--- src/rtl/vt_pkg.sv ---
package vt_pkg;

    typedef enum logic [1:0] {
        CMD_ACT = 2'd0,
        CMD_RD  = 2'd1,
        CMD_WR  = 2'd2,
        CMD_PRE = 2'd3
    } vt_cmd_e;

endpackage

--- src/rtl/vt_scale.sv ---
module vt_scale #(
    parameter int COST_W = 8,
    parameter int MULT_W = 16,
    parameter int FRAC_W = 8,
    parameter int TIME_W = 16
) (
    input  logic [COST_W-1:0] cost,
    input  logic [MULT_W-1:0] mult,
    output logic [TIME_W-1:0] scaled
);
    localparam int PROD_W = COST_W + MULT_W;
    localparam logic [PROD_W:0] ROUND_UP = (PROD_W+1)'((1 << FRAC_W) - 1);

    logic [PROD_W:0] sum;
    logic [PROD_W:0] shifted;

    always_comb begin
        sum     = (PROD_W+1)'(cost * mult) + ROUND_UP;
        shifted = sum >> FRAC_W;
        scaled  = TIME_W'(shifted);
    end
endmodule

--- src/rtl/vt_state.sv ---
module vt_state #(
    parameter int NUM_THREADS = 2,
    parameter int NUM_BANKS   = 4,
    parameter int TIME_W      = 16,
    parameter int THR_W       = 1,
    parameter int BANK_W      = 2
) (
    input  logic              clk,
    input  logic              rst_n,
    input  logic [THR_W-1:0]  sel_thread,
    input  logic [BANK_W-1:0] sel_bank,
    output logic [TIME_W-1:0] bank_q,
    output logic [TIME_W-1:0] chan_q,
    input  logic              bank_we,
    input  logic              chan_we,
    input  logic [TIME_W-1:0] bank_d,
    input  logic [TIME_W-1:0] chan_d
);
    logic [TIME_W-1:0] bank_r [NUM_THREADS][NUM_BANKS];
    logic [TIME_W-1:0] chan_r [NUM_THREADS];

    assign bank_q = bank_r[sel_thread][sel_bank];
    assign chan_q = chan_r[sel_thread];

    always_ff @(posedge clk or negedge rst_n) begin
        if (!rst_n) begin
            for (int t = 0; t < NUM_THREADS; t++) begin
                chan_r[t] <= '0;
                for (int b = 0; b < NUM_BANKS; b++) begin
                    bank_r[t][b] <= '0;
                end
            end
        end else begin
            if (bank_we) bank_r[sel_thread][sel_bank] <= bank_d;
            if (chan_we) chan_r[sel_thread] <= chan_d;
        end
    end
endmodule

--- src/rtl/vt_deadline_calc.sv ---
module vt_deadline_calc #(
    parameter int NUM_THREADS = 2,
    parameter int NUM_BANKS   = 4,
    parameter int TIME_W      = 16,
    parameter int MULT_W      = 16,
    parameter int FRAC_W      = 8,
    parameter int COST_W      = 8,
    parameter int T_RCD       = 5,
    parameter int T_CL        = 5,
    parameter int T_WL        = 4,
    parameter int T_RP        = 5,
    parameter int T_RAS       = 18,
    parameter int BURST_HALF  = 4,
    localparam int THR_W  = (NUM_THREADS > 1) ? $clog2(NUM_THREADS) : 1,
    localparam int BANK_W = (NUM_BANKS > 1) ? $clog2(NUM_BANKS) : 1
) (
    input  logic                          clk,
    input  logic                          rst_n,
    input  logic [NUM_THREADS*MULT_W-1:0] share_inv,
    input  logic                          req_valid,
    input  logic [THR_W-1:0]              req_thread,
    input  logic [BANK_W-1:0]             req_bank,
    input  logic [1:0]                    req_cmd,
    input  logic [TIME_W-1:0]             req_arrival,
    output logic                          dl_valid,
    output logic [TIME_W-1:0]             dl_time
);
    import vt_pkg::*;

    localparam logic [COST_W-1:0] COST_ACT  = COST_W'(T_RCD);
    localparam logic [COST_W-1:0] COST_RD   = COST_W'(T_CL);
    localparam logic [COST_W-1:0] COST_WR   = COST_W'(T_WL);
    localparam logic [COST_W-1:0] COST_PRE  = COST_W'(T_RP + (T_RAS - T_RCD - T_CL));
    localparam logic [COST_W-1:0] COST_BUS  = COST_W'(BURST_HALF);

    // Per-thread multiplier unpacking
    logic [MULT_W-1:0] mult_arr [NUM_THREADS];
    for (genvar t = 0; t < NUM_THREADS; t++) begin : g_mult
        assign mult_arr[t] = share_inv[t*MULT_W +: MULT_W];
    end

    vt_cmd_e           cmd;
    logic [MULT_W-1:0] mult;
    logic [COST_W-1:0] bank_cost;
    logic [COST_W-1:0] chan_cost;
    logic              uses_chan;
    logic [TIME_W-1:0] bank_scaled, chan_scaled;
    logic [TIME_W-1:0] bank_prev, chan_prev;
    logic [TIME_W-1:0] bank_start, bank_fin;
    logic [TIME_W-1:0] chan_start, chan_fin;
    logic [TIME_W-1:0] deadline;

    assign cmd  = vt_cmd_e'(req_cmd);
    assign mult = mult_arr[req_thread];

    always_comb begin
        unique case (cmd)
            CMD_ACT: begin bank_cost = COST_ACT; uses_chan = 1'b0; end
            CMD_RD:  begin bank_cost = COST_RD;  uses_chan = 1'b1; end
            CMD_WR:  begin bank_cost = COST_WR;  uses_chan = 1'b1; end
            CMD_PRE: begin bank_cost = COST_PRE; uses_chan = 1'b0; end
            default: begin bank_cost = '0;       uses_chan = 1'b0; end
        endcase
        chan_cost = uses_chan ? COST_BUS : '0;
    end

    vt_scale #(.COST_W(COST_W), .MULT_W(MULT_W), .FRAC_W(FRAC_W), .TIME_W(TIME_W))
        u_bank_scale (.cost(bank_cost), .mult(mult), .scaled(bank_scaled));

    vt_scale #(.COST_W(COST_W), .MULT_W(MULT_W), .FRAC_W(FRAC_W), .TIME_W(TIME_W))
        u_chan_scale (.cost(chan_cost), .mult(mult), .scaled(chan_scaled));

    vt_state #(
        .NUM_THREADS(NUM_THREADS), .NUM_BANKS(NUM_BANKS), .TIME_W(TIME_W),
        .THR_W(THR_W), .BANK_W(BANK_W)
    ) u_state (
        .clk(clk), .rst_n(rst_n),
        .sel_thread(req_thread), .sel_bank(req_bank),
        .bank_q(bank_prev), .chan_q(chan_prev),
        .bank_we(req_valid), .chan_we(req_valid && uses_chan),
        .bank_d(bank_fin), .chan_d(chan_fin)
    );

    always_comb begin
        bank_start = (req_arrival > bank_prev) ? req_arrival : bank_prev;
        bank_fin   = bank_start + bank_scaled;
        chan_start = (bank_fin > chan_prev) ? bank_fin : chan_prev;
        chan_fin   = chan_start + chan_scaled;
        deadline   = uses_chan ? chan_fin : bank_fin;
    end

    always_ff @(posedge clk or negedge rst_n) begin
        if (!rst_n) begin
            dl_valid <= 1'b0;
            dl_time  <= '0;
        end else begin
            dl_valid <= req_valid;
            if (req_valid) dl_time <= deadline;
        end
    end
endmodule

--- config.mk ---
export PLATFORM = sky130hd
export DESIGN_NAME = vt_deadline_calc
export DESIGN_NICKNAME = d
export VERILOG_FILES = /design/src/rtl/vt_pkg.sv /design/src/rtl/vt_scale.sv /design/src/rtl/vt_state.sv /design/src/rtl/vt_deadline_calc.sv
export SDC_FILE = /design/constraint.sdc
export NUM_CORES = 1
export LEC_CHECK = 0
export BUFFER_PORTS_ARGS = -buffer_cell sky130_fd_sc_hd__buf_2
export CORE_MARGIN = 2
export CORE_UTILIZATION = 45
export CTS_CLUSTER_DIAMETER = 30
export DETAILED_ROUTE_END_ITERATION = 6
export PLACE_DENSITY = 0.62
export SYNTH_ARGS = -nofsm -noshare
export SYNTH_HDL_FRONTEND = slang
export SYNTH_HIERARCHICAL = 1
export SYNTH_SLANG_ARGS = --single-unit
--- constraint.sdc ---
create_clock -name clk -period 12.3 [get_ports clk]
set_clock_uncertainty 0.1 [all_clocks]
set_input_delay 0.615 -clock clk [delete_from_list [all_inputs] [get_ports clk]]
set_output_delay 0.615 -clock clk [all_outputs]
set_load 0.01 [all_outputs]
---- After elaboration in Yosys (flattened, before gate mapping) ----
Index checks and enable logic that the tools add are counted.
storage, ports and cells
  flip-flop bits (word level) ............. 177
  input port bits ......................... 56
  output and inout port bits .............. 17
  logic and storage cells ................. 62
operators by class
  add/subtract/negate cells ............... 4
  multiply operators ...................... 2
  magnitude comparators ................... 6
  equality and inequality tests ........... 3
  multiplexer cells ....................... 26
  bitwise gates (word level) .............. 2
  reduce and logical (&&, ||, !) cells .... 7
operator list
  cell                                                                           count
  64-bit 2-to-1 mux                                                              4
  16-bit 2-to-1 mux                                                              13
  128-bit bitwise mux                                                            1
  64-bit demux with 1-bit select                                                 1
  24-bit by 8-bit adder with 24-bit output (second input constant)               2
  16-bit adder                                                                   2
  16-bit binary-select mux with 2-bit select                                     1
  32-bit bitwise mux                                                             1
  16-bit demux with 2-bit select                                                 1
  16-bit > comparator                                                            2
  8-bit by 16-bit multiplier with 24-bit output                                  1
  8-bit one-hot mux with 3 select lines                                          1
  3-bit by 16-bit multiplier with 19-bit output                                  1
  16-bit demux with 1-bit select                                                 1
  2-bit OR reduction                                                             3
  2-bit == test (second input constant)                                          2
  3-bit greater-or-equal comparator (second input constant)                      1
  1-bit logical AND                                                              3
  3-bit by 1-bit less-than comparator with 1-bit output (second input constant)  1
  3-bit 2-to-1 mux                                                               1
  2-bit inverter with 3-bit output                                               1
  2-bit by 1-bit == test with 1-bit output (second input constant)               1
  2-bit greater-or-equal comparator (second input constant)                      1
  2-bit zero test                                                                1
  3 further kinds                                                                3

---- Depth between registers and ports, before layout ----
  word-level depth ........................ 14
  gate-level depth with buffers ........... 51
  depth with buffers taken out ............ 48

---- By module ----
Netlist, hierarchy kept.
by module, submodules not included
  module                   instances  cells each  area each (um^2)  sequential area each (um^2)
  vt_state                 1          500         7495.9            4003.8
  vt_scale (u_chan_scale)  1          503         4294.1            0.0
  vt_scale (u_bank_scale)  1          464         4063.9            0.0
  vt_deadline_calc         1          452         3392.0            425.4

---- Worst setup path after synthesis ----
No wires, ideal clock.
  path type ............................... input to register
  start ................................... input req_thread
  end ..................................... register u_state/chan_r[30] (netlist bit)
  setup time .............................. 125 ps
  arrival time ............................ 10925 ps
  data required time ...................... 12075 ps
  slack ................................... 1151 ps
  stages on the path ...................... 46
  buffers on the path ..................... 3
  cell sequence ........................... clkbuf_1 > buf_1 > mux2_2 > and2_1 > fa_1 > fa_1 > fa_1 > inv_1 > fa_1 > inv_1 > ha_1 > a21oi_2 > o21ai_2 > a21oi_1 > nor2b_1 > o21a_1 > nor2_1 > xnor2_1 > (+10 left out) > nand2_1 > or3_1 > nor2_1 > a221oi_1 > a21oi_1 > clkbuf_1 > mux2_2 > ha_1 > fa_1 > a21o_1 > a21oi_1 > o21a_1 > o21ai_0 > a2111oi_0 > o21bai_1 > a21oi_1 > xnor2_1 > mux2_2
between the ends
  elaborated cells between the ends (all ways) .. 29
  classes of those cells .................. add/sub: 4; mul: 2; order compare: 4; mux: 17; bitwise: 1; reduce/logical: 1
RTL lines
  element                                                   line                    RTL
  start: declaration                                        vt_deadline_calc.sv:21  input logic [THR_W-1:0] req_thread,
  1-bit inverter with 2-bit output (implied by the code) *  vt_deadline_calc.sv:54  assign mult = mult_arr[req_thread];
  16-bit 2-to-1 mux (implied by the code) * (3 in series)   vt_deadline_calc.sv:54
  named net mult[6]                                         vt_deadline_calc.sv:43  logic [MULT_W-1:0] mult;
  8-bit by 16-bit multiplier with 24-bit output *           vt_scale.sv:18          sum = (PROD_W+1)'(cost * mult) + ROUND_UP;
  24-bit by 8-bit adder with 24-bit output *                vt_scale.sv:18
  named net bank_scaled[3]                                  vt_deadline_calc.sv:47  logic [TIME_W-1:0] bank_scaled, chan_scaled;
  16-bit adder *                                            vt_deadline_calc.sv:86  bank_fin = bank_start + bank_scaled;
  named net bank_fin[13]                                    vt_deadline_calc.sv:49  logic [TIME_W-1:0] bank_start, bank_fin;
  16-bit > comparator                                       vt_deadline_calc.sv:87  chan_start = (bank_fin > chan_prev) ? bank_fin : chan_prev;
  16-bit 2-to-1 mux *                                       vt_deadline_calc.sv:87
  16-bit adder *                                            vt_deadline_calc.sv:88  chan_fin = chan_start + chan_scaled;
  named net chan_fin[14]                                    vt_deadline_calc.sv:50  logic [TIME_W-1:0] chan_start, chan_fin;
  32-bit bitwise mux *                                      vt_state.sv:35          if (chan_we) chan_r[sel_thread] <= chan_d;
  end signal: indexed assignment                            vt_state.sv:35
  end: declaration                                          vt_state.sv:20          logic [TIME_W-1:0] chan_r [NUM_THREADS];
Mark *: on every way through the listed nets, which the timed path passes. The rest lies on a longest branch. The select of a mux whose other input is x is not followed.
A chain may end at the register's enable or synchronous reset.

---- Worst setup path after layout ----
  start ................................... input req_cmd[0]
  end ..................................... register u_state/chan_r[31] (netlist bit)
between the ends
  word-level cells in the longest chain between the ends .. 10
  elaborated cells between the ends (all ways) .. 20
  classes of those cells .................. add/sub: 4; mul: 2; order compare: 1; eq/ne: 3; mux: 5; reduce/logical: 5
RTL lines
  element                                                                             line                    RTL
  start: declaration                                                                  vt_deadline_calc.sv:23  input logic [1:0] req_cmd,
  2-bit by 1-bit == test with 1-bit output / 2-bit zero test (equally long branches)  vt_deadline_calc.sv:57  unique case (cmd)
  2-bit OR reduction (no line)                                                        --
  8-bit one-hot mux with 3 select lines *                                             vt_deadline_calc.sv:57
  named net bank_cost[0]                                                              vt_deadline_calc.sv:44  logic [COST_W-1:0] bank_cost;
  8-bit by 16-bit multiplier with 24-bit output *                                     vt_scale.sv:18
  24-bit by 8-bit adder with 24-bit output *                                          vt_scale.sv:18
  named net bank_scaled[3]                                                            vt_deadline_calc.sv:47
  16-bit adder *                                                                      vt_deadline_calc.sv:86
  named net bank_fin[15]                                                              vt_deadline_calc.sv:49
  16-bit > comparator                                                                 vt_deadline_calc.sv:87
  16-bit 2-to-1 mux *                                                                 vt_deadline_calc.sv:87
  16-bit adder *                                                                      vt_deadline_calc.sv:88
  named net chan_fin[15]                                                              vt_deadline_calc.sv:50
  32-bit bitwise mux *                                                                vt_state.sv:35
Marked as above.

==> impl_metrics.toml <==
[logic_synthesis]
synth-edff-count = 0
synth_ff_type = "dfrtp_1"
synth-compound-area-share = 0.0941
netlist_instances = 1919
yosys_register_bits = 177
seq_area_frac_synth = 0.230
ys_types = 79
async_reset_ff_frac = 1.00
yosysWarnings = 6
syn_area_per_cell_um2 = 10.0
netlist_area_um2 = 19200
muxShareOfSynthArea = 0.152
synth-xor-area-share = 0.0264
yosys.area_share.simple = 0.131
synth_top_family_by_area = "adder cells"
post_synth_fa_ha_maj_area_fraction = 0.293

[floorplanning]
dieArea_um2 = 44400
fp.dieH_um = 211
start_util = 0.458
die_w_um = 211
core_um2 = 42000
rows = 75
num_io_pins = 73

[grt]
track_usage = 0.223
first_global_vias = 14500
grt_pass1_wl_mm = 77.8
overflow = 0
antenna_found_initial = 0
grt_max_degree = 98

[worst_setup_path]
end_kind = "flop"
crit_arrival_ns = 11.39
critical-path-slowest-cell = "xnor2_1"
worst-path-buf-inv = 5
crit_top_cell = "ha_1"
crit_type = "in -> reg"
cp-startpoint = "req_cmd[0]"
worstPathRequired_ns = 12.51
r2r_cells = 39
path_max_fanout = 33
critPathTopFamily = "compound AO/OA/AOI/OAI gates"
reg2reg_from = "u_state/bank_r[46]"
crit_path_start_kind = "input pin"
cpPeakStageDelay_ns = 0.72
ff2ff_setup_slack_ns = 2.56
r2r_end = "dl_time[14]"

[cts]
htreeDepth = 4
clkSinkCount = 177
cts_buffer_depth = 2
post_cts_buffers = 0
tritoncts = "built"
hold_buffers = 0
ctsResizeCount = 0
clk_latency_ns = 0.43
clockRootBuffer = "clkbuf_16"
clk_pin_slew_ns = 0.07
cts-buffers-inserted = 17

[cells_and_area]
drive_above_1_share = 0.190
stdcell_area_um2 = 21000
layout.nets = 2455
seqCellArea_um2 = 4430
multi_input_area_um2 = 13700
postLayoutCoreUtil = 0.500
syn_to_final_growth_pct = 9.17
fillers = 3902
antenna_cells = 0

[timing]
fin_crit_sh = 0.909
setup_viol = 0
tns_ns = 0
tightest_slew_ns = 1.08
hold_viol = 0
rsz0062_at_grt = "no"
fin_ws_ns = 1.12
maxSlewViolCount = 0
maxSlewHeadroom = 0.279
timing.fmax_ghz = 0.0894
min_period_ns = 11.18

[drt]
routed_wl_mm = 47.6
antenna_left = 0
post_drt_wl_per_cell_um = 18.2
via_per_inst = 5.26
drcViolationCount = 0
drt-initial-drc-count = 760
detail_route.first_pass.iterations = 5
dr_total_vias = 13700

[placement]
dp_hpwl_mm = 35.7
placed_area_um2 = 20400
io_buffers = 72
place_ws_ns = 0.758
place.gp.congestion = 0.852

[hold_path]
hp-class = "in -> async"

[run_status]
run_status = "finished, final reports clean"

[run]
maxCapViolCount = 0
## per-stage QoR
step           cells  hold slack [ns]
2_1_floorplan   2008            0.219
6_report        2608            0.183
3_5_place_dp    2577            0.377
4_1_cts         2608            0.208
3_3_place_gp    2577            0.365
5_1_grt         2608            0.242
## cell type report
| cell class | count | area share |
|---|---|---|
| multi-input cells | 1487 | 0.654 |
| flip-flops and latches | 177 | 0.211 |
| inverters | 279 | 0.0498 |
| clock buffers | 20 | 0.0213 |
| clock inverters | 11 | 0.00619 |
| well taps | 539 | 0.0321 |
| repair buffers | 95 | 0.0258 |
## metal layers
layer	share of wire	wire (um)	global-route usage	vias to the layer above
met5	0	0	0	-
met4	0.026	1230	0.0675	0
met3	0.030	1430	0.0199	55
met2	0.48	22600	0.372	239
met1	0.47	22300	0.308	6881
li1	-	-	-	6543
## cells in the mapped netlist, drive strengths merged, types with 29 or more instances
master  count  area, um^2
a21oi      75         383
and2      186        1170
buf        32         243
clkbuf     33         124
dfrtp     177        4430
fa        180        3600
ha        162        2030
inv       278        1040
mux2      241        2830
nand2     167         627
nand3      29         188
nor2       37         141
o21ai      50         254
xnor2      44         385
## worst max-delay path by stage
stage / to / slack, ns / depth (start not counted)
finish: u_state/chan_r[31] / 1.12 / 44
global placement: u_state/chan_r[31] / 1.06 / 44
global route: u_state/chan_r[31] / 0.21 / 44
detailed placement: u_state/chan_r[31] / 0.76 / 44
CTS: u_state/chan_r[31] / 1.14 / 44
floorplan: u_state/chan_r[30] / 1.15 / 46
## kinds of logic (layout without fill, tap and decap cells)
kind of cell / after synthesis / count (layout)
and+or+nand+nor: 476 / 476
buffers and inverters: 344 / 405
adders and majority gates: 342 / 342
AOI/OAI and AO/OA: 269 / 269
muxes: 251 / 251
DFF: 177 / 177
xor gates and xnor gates: 58 / 58
other: 2 / 91
## cell usage in the layout, fill, tap and decap left out, types with 4 or more instances in the layout
| master | Yosys | final |
|---|---|---|
| clkbuf_16 | 0 | 17 |
| or3_1 | 5 | 5 |
| buf_2 | 14 | 70 |
| a221oi_1 | 4 | 4 |
| o21bai_1 | 6 | 6 |
| mux2_4 | 30 | 30 |
| o21a_1 | 6 | 6 |
| dfrtp_1 | 177 | 177 |
| buf_4 | 4 | 24 |
| mux2_2 | 206 | 206 |
| inv_1 | 278 | 278 |
| nand3_1 | 25 | 25 |
| xor2_1 | 14 | 14 |
| fa_1 | 180 | 180 |
| mux2i_1 | 10 | 10 |
| a31o_2 | 5 | 5 |
| nand4_1 | 10 | 10 |
| and3_1 | 8 | 8 |
| a21oi_1 | 73 | 72 |
| clkinvlp_4 | 0 | 4 |
| nor3_1 | 7 | 7 |
| ha_1 | 162 | 162 |
| a211oi_1 | 6 | 6 |
| o21ai_0 | 48 | 48 |
| a21o_1 | 26 | 26 |
| a22oi_1 | 28 | 28 |
| a31oi_1 | 16 | 16 |
| mux2_1 | 5 | 5 |
| conb_1 | 2 | 91 |
| o211ai_1 | 17 | 17 |
| nor2b_1 | 9 | 9 |
| nor2_1 | 36 | 36 |
| nand2_1 | 167 | 167 |
| and2_1 | 185 | 185 |
| xnor2_1 | 44 | 44 |
## sequential cells by signal, indices dropped and copies added (netlist names)
name            cells
dl_valid            1
u_state/bank_r    128
dl_time            16
u_state/chan_r     32
Power is left out: the tool's default activity adds up to more than one toggle a clock period on the data nets, which glitch-free logic cannot reach.
